**config.mk**
```make
export PLATFORM = sky130hd
export DESIGN_NAME = dmov_seq
export DESIGN_NICKNAME = d
export VERILOG_FILES = /design/src/rtl/dmov_pkg.sv /design/src/rtl/dmov_regmap.sv /design/src/rtl/dmov_memport.sv /design/src/rtl/dmov_ctrl.sv /design/src/rtl/dmov_seq.sv
export SDC_FILE = /design/constraint.sdc
export NUM_CORES = 1
export LEC_CHECK = 0
export BUFFER_PORTS_ARGS = -buffer_cell sky130_fd_sc_hd__buf_4
export CORE_ASPECT_RATIO = 0.75
export CORE_UTILIZATION = 28
export CTS_CLUSTER_SIZE = 40
export DETAILED_ROUTE_END_ITERATION = 12
export PLACE_DENSITY = 0.5
export SLEW_MARGIN = 10
export SYNTH_ARGS = -nofsm -noshare
export SYNTH_HDL_FRONTEND = slang
export SYNTH_SLANG_ARGS = --single-unit
export TNS_END_PERCENT = 1
```
**constraint.sdc**
```tcl
create_clock -name clk -period 2.8 [get_ports clk]
set_input_delay 0.28 -clock clk [delete_from_list [all_inputs] [get_ports clk]]
set_output_delay 0.28 -clock clk [all_outputs]
set_load 0.02 [all_outputs]
```
**src/rtl/dmov_pkg.sv**
```systemverilog
package dmov_pkg;

  // Register space map: indices UNUSED_LO .. UNUSED_LO+UNUSED_CNT-1 are unimplemented
  localparam int UNUSED_LO  = 4;
  localparam int UNUSED_CNT = 9;

  typedef enum logic [2:0] {
    OP_LOAD  = 3'd0,
    OP_STORE = 3'd1,
    OP_MOVI  = 3'd2,
    OP_MCOPY = 3'd3,
    OP_RCOPY = 3'd4
  } op_e;

  typedef enum logic [3:0] {
    S_IDLE,
    S_RB_WAIT,
    S_RB_CAP,
    S_RA_WAIT,
    S_RA_CAP,
    S_MEM_RD,
    S_CP_HOLD,
    S_MEM_WR
  } seq_state_e;

endpackage

```
**src/rtl/dmov_regmap.sv**
```systemverilog
module dmov_regmap #(
  parameter int IDX_W  = 6,
  parameter int DATA_W = 64
) (
  input  logic [IDX_W-1:0]  rd_idx,
  input  logic [DATA_W-1:0] rd_raw,
  input  logic [IDX_W-1:0]  wr_idx,
  output logic [DATA_W-1:0] rd_val,
  output logic              wr_ok
);
  import dmov_pkg::*;

  localparam int NREG = 1 << IDX_W;

  logic [NREG-1:0] hole_map;

  // One flag per register slot marking the unimplemented range
  for (genvar g = 0; g < NREG; g++) begin : g_map
    if (g >= UNUSED_LO && g < UNUSED_LO + UNUSED_CNT) begin : g_hole
      assign hole_map[g] = 1'b1;
    end else begin : g_real
      assign hole_map[g] = 1'b0;
    end
  end

  always_comb begin
    rd_val = hole_map[rd_idx] ? '0 : rd_raw;
    wr_ok  = ~hole_map[wr_idx];
  end

endmodule

```
**src/rtl/dmov_memport.sv**
```systemverilog
module dmov_memport #(
  parameter int ADDR_W = 64,
  parameter int DATA_W = 64
) (
  input  logic              clk,
  input  logic              rst,
  input  logic              iss,
  input  logic              iss_we,
  input  logic [ADDR_W-1:0] iss_addr,
  input  logic [DATA_W-1:0] iss_wdata,
  output logic              mem_req,
  output logic              mem_we,
  output logic [ADDR_W-1:0] mem_addr,
  output logic [DATA_W-1:0] mem_wdata,
  input  logic              mem_ready,
  output logic              xfer_ok
);

  // Request fields are frozen from issue until the ready handshake
  always_ff @(posedge clk) begin
    if (rst) begin
      mem_req   <= 1'b0;
      mem_we    <= 1'b0;
      mem_addr  <= '0;
      mem_wdata <= '0;
    end else if (iss) begin
      mem_req   <= 1'b1;
      mem_we    <= iss_we;
      mem_addr  <= iss_addr;
      mem_wdata <= iss_wdata;
    end else if (mem_req && mem_ready) begin
      mem_req   <= 1'b0;
    end
  end

  assign xfer_ok = mem_req & mem_ready;

endmodule

```
**src/rtl/dmov_ctrl.sv**
```systemverilog
module dmov_ctrl #(
  parameter int IDX_W  = 6,
  parameter int DATA_W = 64,
  parameter int ADDR_W = 64,
  parameter int IMM_W  = 32
) (
  input  logic              clk,
  input  logic              rst,
  input  logic              start,
  input  logic [2:0]        op,
  input  logic [IDX_W-1:0]  idx_a,
  input  logic [IDX_W-1:0]  idx_b,
  input  logic [IMM_W-1:0]  imm,
  input  logic [DATA_W-1:0] rd_val,
  input  logic              wr_ok,
  output logic [IDX_W-1:0]  chk_idx,
  output logic              busy,
  output logic              done,
  output logic              rf_rd_en,
  output logic [IDX_W-1:0]  rf_rd_idx,
  output logic              rf_we,
  output logic [IDX_W-1:0]  rf_wr_idx,
  output logic [DATA_W-1:0] rf_wr_data,
  output logic              iss,
  output logic              iss_we,
  output logic [ADDR_W-1:0] iss_addr,
  output logic [DATA_W-1:0] iss_wdata,
  input  logic              xfer_ok,
  input  logic [DATA_W-1:0] xfer_rdata
);
  import dmov_pkg::*;

  localparam int ZEXT_W = DATA_W - IMM_W;

  seq_state_e        state;
  op_e               op_q;
  logic [IDX_W-1:0]  ia_q;
  logic [DATA_W-1:0] vb_q;
  logic [DATA_W-1:0] va_q;
  logic [DATA_W-1:0] cp_buf;

  always_comb begin
    busy    = (state != S_IDLE);
    chk_idx = (state == S_IDLE) ? idx_a : ia_q;
  end

  always_ff @(posedge clk) begin
    if (rst) begin
      state      <= S_IDLE;
      op_q       <= OP_LOAD;
      ia_q       <= '0;
      vb_q       <= '0;
      va_q       <= '0;
      cp_buf     <= '0;
      done       <= 1'b0;
      rf_rd_en   <= 1'b0;
      rf_rd_idx  <= '0;
      rf_we      <= 1'b0;
      rf_wr_idx  <= '0;
      rf_wr_data <= '0;
      iss        <= 1'b0;
      iss_we     <= 1'b0;
      iss_addr   <= '0;
      iss_wdata  <= '0;
    end else begin
      rf_rd_en <= 1'b0;
      rf_we    <= 1'b0;
      done     <= 1'b0;
      iss      <= 1'b0;
      case (state)
        S_IDLE: begin
          if (start) begin
            op_q <= op_e'(op);
            ia_q <= idx_a;
            case (op_e'(op))
              OP_MOVI: begin
                rf_we      <= wr_ok;
                rf_wr_idx  <= idx_a;
                rf_wr_data <= {{ZEXT_W{1'b0}}, imm};
                done       <= 1'b1;
              end
              OP_LOAD, OP_STORE, OP_MCOPY, OP_RCOPY: begin
                rf_rd_en  <= 1'b1;
                rf_rd_idx <= idx_b;
                state     <= S_RB_WAIT;
              end
              default: done <= 1'b1;
            endcase
          end
        end
        S_RB_WAIT: state <= S_RB_CAP;
        S_RB_CAP: begin
          vb_q <= rd_val;
          case (op_q)
            OP_RCOPY: begin
              rf_we      <= wr_ok;
              rf_wr_idx  <= ia_q;
              rf_wr_data <= rd_val;
              done       <= 1'b1;
              state      <= S_IDLE;
            end
            OP_LOAD: begin
              iss      <= 1'b1;
              iss_we   <= 1'b0;
              iss_addr <= ADDR_W'(rd_val);
              state    <= S_MEM_RD;
            end
            default: begin
              rf_rd_en  <= 1'b1;
              rf_rd_idx <= ia_q;
              state     <= S_RA_WAIT;
            end
          endcase
        end
        S_RA_WAIT: state <= S_RA_CAP;
        S_RA_CAP: begin
          va_q     <= rd_val;
          iss      <= 1'b1;
          iss_addr <= ADDR_W'(vb_q);
          if (op_q == OP_STORE) begin
            iss_we    <= 1'b1;
            iss_wdata <= rd_val;
            state     <= S_MEM_WR;
          end else begin
            iss_we <= 1'b0;
            state  <= S_MEM_RD;
          end
        end
        S_MEM_RD: begin
          if (xfer_ok) begin
            if (op_q == OP_LOAD) begin
              rf_we      <= wr_ok;
              rf_wr_idx  <= ia_q;
              rf_wr_data <= xfer_rdata;
              done       <= 1'b1;
              state      <= S_IDLE;
            end else begin
              cp_buf <= xfer_rdata;
              state  <= S_CP_HOLD;
            end
          end
        end
        S_CP_HOLD: begin
          iss       <= 1'b1;
          iss_we    <= 1'b1;
          iss_addr  <= ADDR_W'(va_q);
          iss_wdata <= cp_buf;
          state     <= S_MEM_WR;
        end
        S_MEM_WR: begin
          if (xfer_ok) begin
            done  <= 1'b1;
            state <= S_IDLE;
          end
        end
        default: state <= S_IDLE;
      endcase
    end
  end

endmodule

```
**src/rtl/dmov_seq.sv**
```systemverilog
module dmov_seq #(
  parameter int IDX_W  = 6,
  parameter int DATA_W = 64,
  parameter int ADDR_W = 64,
  parameter int IMM_W  = 32
) (
  input  logic              clk,
  input  logic              rst,
  input  logic              start,
  input  logic [2:0]        op,
  input  logic [IDX_W-1:0]  idx_a,
  input  logic [IDX_W-1:0]  idx_b,
  input  logic [IMM_W-1:0]  imm,
  output logic              busy,
  output logic              done,
  output logic              rf_rd_en,
  output logic [IDX_W-1:0]  rf_rd_idx,
  input  logic [DATA_W-1:0] rf_rd_data,
  output logic              rf_we,
  output logic [IDX_W-1:0]  rf_wr_idx,
  output logic [DATA_W-1:0] rf_wr_data,
  output logic              mem_req,
  output logic              mem_we,
  output logic [ADDR_W-1:0] mem_addr,
  output logic [DATA_W-1:0] mem_wdata,
  input  logic              mem_ready,
  input  logic [DATA_W-1:0] mem_rdata
);

  logic [DATA_W-1:0] rd_val;
  logic              wr_ok;
  logic [IDX_W-1:0]  chk_idx;
  logic              iss;
  logic              iss_we;
  logic [ADDR_W-1:0] iss_addr;
  logic [DATA_W-1:0] iss_wdata;
  logic              xfer_ok;

  dmov_regmap #(.IDX_W(IDX_W), .DATA_W(DATA_W)) u_map (
    .rd_idx (rf_rd_idx),
    .rd_raw (rf_rd_data),
    .wr_idx (chk_idx),
    .rd_val (rd_val),
    .wr_ok  (wr_ok)
  );

  dmov_ctrl #(.IDX_W(IDX_W), .DATA_W(DATA_W), .ADDR_W(ADDR_W), .IMM_W(IMM_W)) u_ctrl (
    .clk        (clk),
    .rst        (rst),
    .start      (start),
    .op         (op),
    .idx_a      (idx_a),
    .idx_b      (idx_b),
    .imm        (imm),
    .rd_val     (rd_val),
    .wr_ok      (wr_ok),
    .chk_idx    (chk_idx),
    .busy       (busy),
    .done       (done),
    .rf_rd_en   (rf_rd_en),
    .rf_rd_idx  (rf_rd_idx),
    .rf_we      (rf_we),
    .rf_wr_idx  (rf_wr_idx),
    .rf_wr_data (rf_wr_data),
    .iss        (iss),
    .iss_we     (iss_we),
    .iss_addr   (iss_addr),
    .iss_wdata  (iss_wdata),
    .xfer_ok    (xfer_ok),
    .xfer_rdata (mem_rdata)
  );

  dmov_memport #(.ADDR_W(ADDR_W), .DATA_W(DATA_W)) u_mem (
    .clk       (clk),
    .rst       (rst),
    .iss       (iss),
    .iss_we    (iss_we),
    .iss_addr  (iss_addr),
    .iss_wdata (iss_wdata),
    .mem_req   (mem_req),
    .mem_we    (mem_we),
    .mem_addr  (mem_addr),
    .mem_wdata (mem_wdata),
    .mem_ready (mem_ready),
    .xfer_ok   (xfer_ok)
  );

endmodule

```
Word-level counts from Yosys, hierarchy flattened
Memories as Yosys holds them, arrays and structs flattened. A register that Yosys moved wholly into a read port is not among the register bits.
Index checks and enable logic that the tools add are counted.
{ "totals": {"register_bits": 544, "ram_bits": 0, "elab_cells": 127, "latchBits": 0, "input_bits": 179, "n_memories": 2, "output_inout_bits": 210, "mem_bits_ro": 128} }
{ "memory_table": {"columns": ["name", "words", "width", "rd", "rd_ports_with_merged_regs", "wr", "line", "text"], "rows": [
  ["(name not given)", 64, 1, 1, 1, 0, "dmov_regmap.sv:27", "rd_val = hole_map[rd_idx] ? '0 : rd_raw;"],
  ["(name not given)", 64, 1, 1, 0, 0, "dmov_regmap.sv:28", "wr_ok = ~hole_map[wr_idx];"]
]} }
{ "classes": {"n_shift": 0, "mul": 0, "div_mod_pow": 0, "n_reduce_logical": 20, "add_sub_neg": 0, "mux": 57, "eq_ne": 23, "n_lt_le_gt_ge": 2, "n_bitwise": 3} }
{ "op_table": {"columns": ["cell", "n"], "rows": [
  ["two-way mux 64 bit", 8],
  ["case mux 64 bit (3 select lines)", 2],
  ["case mux 64 bit (2 select lines)", 1],
  ["two-way mux 6 bit", 11],
  ["case mux 4 bit (8 select lines)", 1],
  ["two-way mux 1 bit", 20],
  ["case mux 6 bit (3 select lines)", 1],
  ["== test 4 x 3 -> 1 bit (second input constant)", 4],
  ["two-way mux 4 bit", 4],
  ["< comparator 6 x 7 -> 1 bit (second input constant)", 2],
  ["!= test 2 x 1 -> 1 bit (second input constant)", 6],
  ["case mux 6 bit (2 select lines)", 1],
  ["== test 4 x 2 -> 1 bit (second input constant)", 2],
  ["!= test 2 bit (second input constant)", 4],
  ["AND reduction 4 bit", 2],
  ["== test 3 x 1 -> 1 bit (second input constant)", 2],
  ["== test 3 x 2 -> 1 bit (second input constant)", 2],
  ["== test 3 bit (second input constant)", 2],
  ["zero test 3 bit", 2],
  ["case mux 1 bit (3 select lines)", 2],
  ["case mux 3 bit (2 select lines)", 1],
  ["AND reduction 2 bit", 3],
  ["AND reduction 6 bit", 1],
  ["nonzero test 2 bit", 3],
  ["14 further kinds", 18]
]} }

Depth between registers and ports, before layout
{ "depth": {"word_depth": 8, "mapped_depth": 9, "ltp_nobuf": 4} }

Cells and area by module
A second synthesis with hierarchy kept.
{ "unflattened": {"hier_cells": 2726, "area_unflattened_um2": 22575.4} }
{ "modules_own_cells": {"columns": ["mod", "seq_area_each_um2", "area_each_um2", "cells_per_inst", "instances"], "rows": [
  ["dmov_ctrl", 8267.9, 17055.1, 2152, 1],
  ["dmov_memport", 2602.5, 4698.3, 421, 1],
  ["dmov_regmap", 0.0, 822.0, 153, 1]
]} }

Worst setup path before layout
Ideal clock, no wire load.
{ "synth_timing": {"path_kind": "reg2reg", "from": "register u_ctrl.state[2]", "to": "register u_ctrl.rf_wr_data[58]", "path_stages_with_launch": 9, "t_arrival_ns": 1.855, "required_time_ns": 2.653, "slack_ns": 0.798, "synth_period_minus_slack_ns": 2.002, "path_buffers": 4, "setup_ns": 0.147, "cell_sequence": "dfxtp_1 -> buf_6 -> or4b_4 -> o32a_1 -> buf_6 -> nand2b_2 -> buf_6 -> buf_6 -> a311oi_2"} }
{ "synth_via": {"elab_chain_cells": 3, "elab_cells_between_ends": 11, "cone_classes": "eq/ne: 7; mux: 1; reduce/logical: 3"} }
{ "synth_lines": {"columns": ["element", "line", "text"], "rows": [
  ["start, declared", "dmov_ctrl.sv:35", "seq_state_e state;"],
  ["start signal, assigned", "dmov_ctrl.sv:49", "state <= S_IDLE;"],
  ["start signal, assigned", "dmov_ctrl.sv:85", "state <= S_RB_WAIT;"],
  ["start signal, assigned", "dmov_ctrl.sv:91", "S_RB_WAIT: state <= S_RB_CAP;"],
  ["== test 4 x 3 -> 1 bit, or another cell as far along", "dmov_ctrl.sv:70", "case (state)"],
  ["!= test 2 x 1 -> 1 bit (no source line), or another cell as far along", null, null],
  ["AND reduction 6 bit (no source line)", null, null],
  ["end signal, assigned", "dmov_ctrl.sv:79", "rf_wr_data <= {{ZEXT_W{1'b0}}, imm};"],
  ["end signal, assigned", "dmov_ctrl.sv:98", "rf_wr_data <= rd_val;"],
  ["end signal, assigned", "dmov_ctrl.sv:134", "rf_wr_data <= xfer_rdata;"],
  ["end, declared", "dmov_ctrl.sv:23", "output logic [DATA_W-1:0] rf_wr_data,"]
]} }
Parallel ways exist; a longest one is shown, timed or not.
A chain may end at the register's enable or synchronous reset.

Final worst setup path
{ "layout_timing": {"from": "register u_ctrl.state[0]", "to": "register u_ctrl.rf_wr_data[36]"} }
Same word-level chain as after synthesis.

==> summary.md <==
| Metric | Value |
|---|---|
| Root Driver | clkbuf_16 |
| Crit end category | flop |
| Hold_buf cts | 91 |
| Worst slew margin | between 30 and 40% |
| R2R depth | 6 |
| Beginning of the worst hold path | imm[9] |
| Hold path depth | 3 |
| Post-CTS sizing | 0 |
| Initial antenna violation count | 3 |
| Chip Width | 326 um |
| Post-synth EDFFs | 0 |
| R2r startpoint | u_ctrl.state[0] |
| TritonCTS Buffers | between 50 and 60 |
| Post-synth net total | 2,684 |
| Number of remaining DRC errors | 0 |
| Warnings from Yosys | 0 |
| Seq/Total Area, Yosys | 49.5% |
| Routability cong. | 0.792 |
| Final-stage net count | slightly above 3,000 |
| Synth Register Bits | 544 |
| Final Cell Area | 0.0289 mm2 |
| DP HPWL | around 53 mm |
| H-tree levels | 2 |
| Outcome | finished clean |
| Peak supply drop | 0.377 mV |
| RSZ-0062 raised after global routing | no |
| Die Height | 245 um |
| Hold Fails Final Rpt | 0 |
| Final Slew Violations | 0 |
| Vias per cell | just over 5 |
| Post CTS Setup Buffer Count | 0 |
| Sink Count | 544 |
| Count leader, synth | nand2_1 |
| Area Overhead vs Synth | 31.5% |
| Routed via count | 20,000 |
| Initial DRC count | 1,600 |
| Cells after synthesis | approximately 2,500 |
| GRT overflow | 0 |
| Largest area contributor in the netlist | dfxtp_1 |
| Core footprint | 0.0773 mm2 |
| Final min period | 2.48 ns |
| Routed WL per cell | 20.6 um |
| Maximum clock frequency | approximately 400 MHz |
| Top cells by area, synth | dfxtp_1 (50%), nand2_1 (9.9%), mux2i_1 (8.8%) |
| Clock insertion delay at the later pin of the skew report | 0.63 ns |
| Setup-failing EPs final | 0 |
| Post-synth top cells | nand2_1 (578), dfxtp_1 (544), a21oi_1 (301) |
| FF-to-FF End | u_ctrl.rf_wr_data[36] |
| Post-synth top area share | approximately 50% |
| Mapped Avg Cell Area | 8.78 um2 |
| Die area | between 0.07 and 0.08 mm2 |
| Setup TNS | 0 ns |
| Clk buf depth | 3 |
| GRT Util Overall | between 10% and 20% |
| R2R Setup Slk | 0.32 ns |
| Primary FF master, synth | dfxtp_1 |
| Worst path required time | 3.27 ns |
| Hold Path Class | input pin to flop |
| Synth unique cells | 51 |
| CP Data Arrival Time | 2.95 ns |
| Starting Density | 28.5% |
| FFs w/ async S/R, synth | 0% |
| Mapped Area | 0.0220 mm2 |
| Fin crit share | about nine tenths |
| Power Dens Cells | 608 mW/mm2 |
| Row count | about 90 |
| Clk_skew | 0.0236 ns |
| Largest net degree at the start of global routing | 95 |
| Critical path peak fanout | slightly below 50 |
| WL final | 81.3 mm |
| CTS tree | done |
| Port Buffers | 388 |
| # Max-Cap Violations | 0 |
| Hold path endpoint | u_ctrl.rf_wr_data[9] |
| Startpoint types | flop |
| Antenna Nets Post-Route | 0 |
| Crit Path Class | flop to flop |
| Tightest Pin Transition | 1.03 ns |
| Share of post-route cells with drive strength above 1 | 21.1% |
| P_leak | 0.0101 uW |
| Post-placement cell area | 0.0259 mm2 |
| CTS clk-pin slew, worst paths | around 0.070 ns |
| First-pass GRT wire length | 121 mm |
| Pre-antenna DRT Iters | 8 |
| Vias in the first global route | 19,700 |
| # IOs | 389 |
-- cells in the final DEF (no fill, tap or decap), drive strengths merged, types with 6 or more instances in the layout --
| master | n |
|---|---|
| dlygate4sd3 | 91 |
| nor2 | 248 |
| a22o | 32 |
| a221oi | 34 |
| mux2i | 194 |
| nor2b | 68 |
| a311oi | 38 |
| o211ai | 71 |
| buf | 439 |
| o21ai | 10 |
| bufinv | 8 |
| o221ai | 6 |
| nand2 | 578 |
| a211oi | 6 |
| clkinv | 13 |
| nor3b | 7 |
| dfxtp | 544 |
| a222oi | 64 |
| clkbuf | 82 |
| nor3 | 44 |
| a21oi | 301 |
-- per-layer routing --
metal / wire length [um] / GRT usage (%) / part of all wire (%) / up-vias
met5: 11 / 0 / 0.014 / -
met4: 2020 / 6.19 / 2.5 / 2
met3: 5920 / 4.71 / 7.3 / 136
met2: 36300 / 30.9 / 45 / 677
met1: 37100 / 26.4 / 46 / 9700
li1: - / - / - / 9492
-- cell families after synthesis --
group / after synthesis / synth area share [%]
simple gates: 964 / 18.0
compound gates: 574 / 19.0
mux: 195 / 8.88
buf+inv: 228 / 4.55
flops: 544 / 49.5
-- registers in the layout, summed over array words and instances, names as in the netlist, named ones only --
name,flops
u_ctrl.cp_buf,64
u_ctrl.iss_addr,64
u_ctrl.iss_wdata,64
u_ctrl.rf_wr_data,64
u_ctrl.va_q,64
u_ctrl.vb_q,64
u_mem.mem_addr,64
u_mem.mem_wdata,64
u_ctrl.ia_q,6
u_ctrl.rf_rd_idx,6
u_ctrl.rf_wr_idx,6
u_ctrl.op_q,3
u_ctrl.state,3
u_ctrl.done,1
u_ctrl.iss,1
u_ctrl.iss_we,1
u_ctrl.rf_rd_en,1
u_ctrl.rf_we,1
u_mem.mem_req,1
u_mem.mem_we,1
-- per-stage QoR --
| step | setup WS (ns) | hold WS [ns] | std cells | utilization [%] | power (uW) |
|---|---|---|---|---|---|
| after detailed placement | 0.369 | 0.446 | 3754 | 33.5 | 9310 |
| final | 0.321 | 0.0469 | 3955 | 37.4 | 17600 |
| after global routing | 0.183 | 0.0337 | 3953 | 37.4 | 18200 |
| after CTS | 0.333 | 0.00122 | 3952 | 37.4 | 17800 |
| after floorplan | 0.798 | 0.416 | 2505 | - | 8700 |
| after global placement | 0.466 | 0.441 | 3754 | 33.5 | 9300 |
-- worst max path at each step --
stage	from	endpoint	depth (start not counted)
3_5_place_dp	u_ctrl.state[0]	u_ctrl.rf_wr_data[33]	6
2_1_floorplan	u_ctrl.state[2]	u_ctrl.rf_wr_data[58]	8
5_1_grt	u_ctrl.state[0]	u_ctrl.done	6
6_report	u_ctrl.state[0]	u_ctrl.rf_wr_data[36]	6
4_1_cts	u_ctrl.state[0]	u_ctrl.rf_wr_data[33]	6
3_3_place_gp	u_ctrl.state[0]	u_ctrl.rf_wr_data[32]	6
-- critical path, stage by stage, from the launching register on --
cell	delay, ns
dfxtp_1	0.68
buf_4	0.30
nand2b_1	0.13
nor4_4	0.42
nand2b_4	0.27
buf_12	0.32
a311oi_2	0.16
-- report_power, final --
group          leakage [uW]  internal, uW  switching (uW)
combinational       0.00467           534             776
clock               0.00102          5020            3320
sequential          0.00439          7830             107
-- cell type report --
type	count	area [um2]
Inverter	3	11.3
Tap cell	1035	1290
Multi-Input combinational cell	1733	10200
Sequential cell	544	10900
Fill cell	7807	48400
Timing Repair Buffer	530	4430
Antenna cell	3	7.51
Clock inverter	25	339
Clock buffer	82	1730
(Power assumes the default switching activity.)
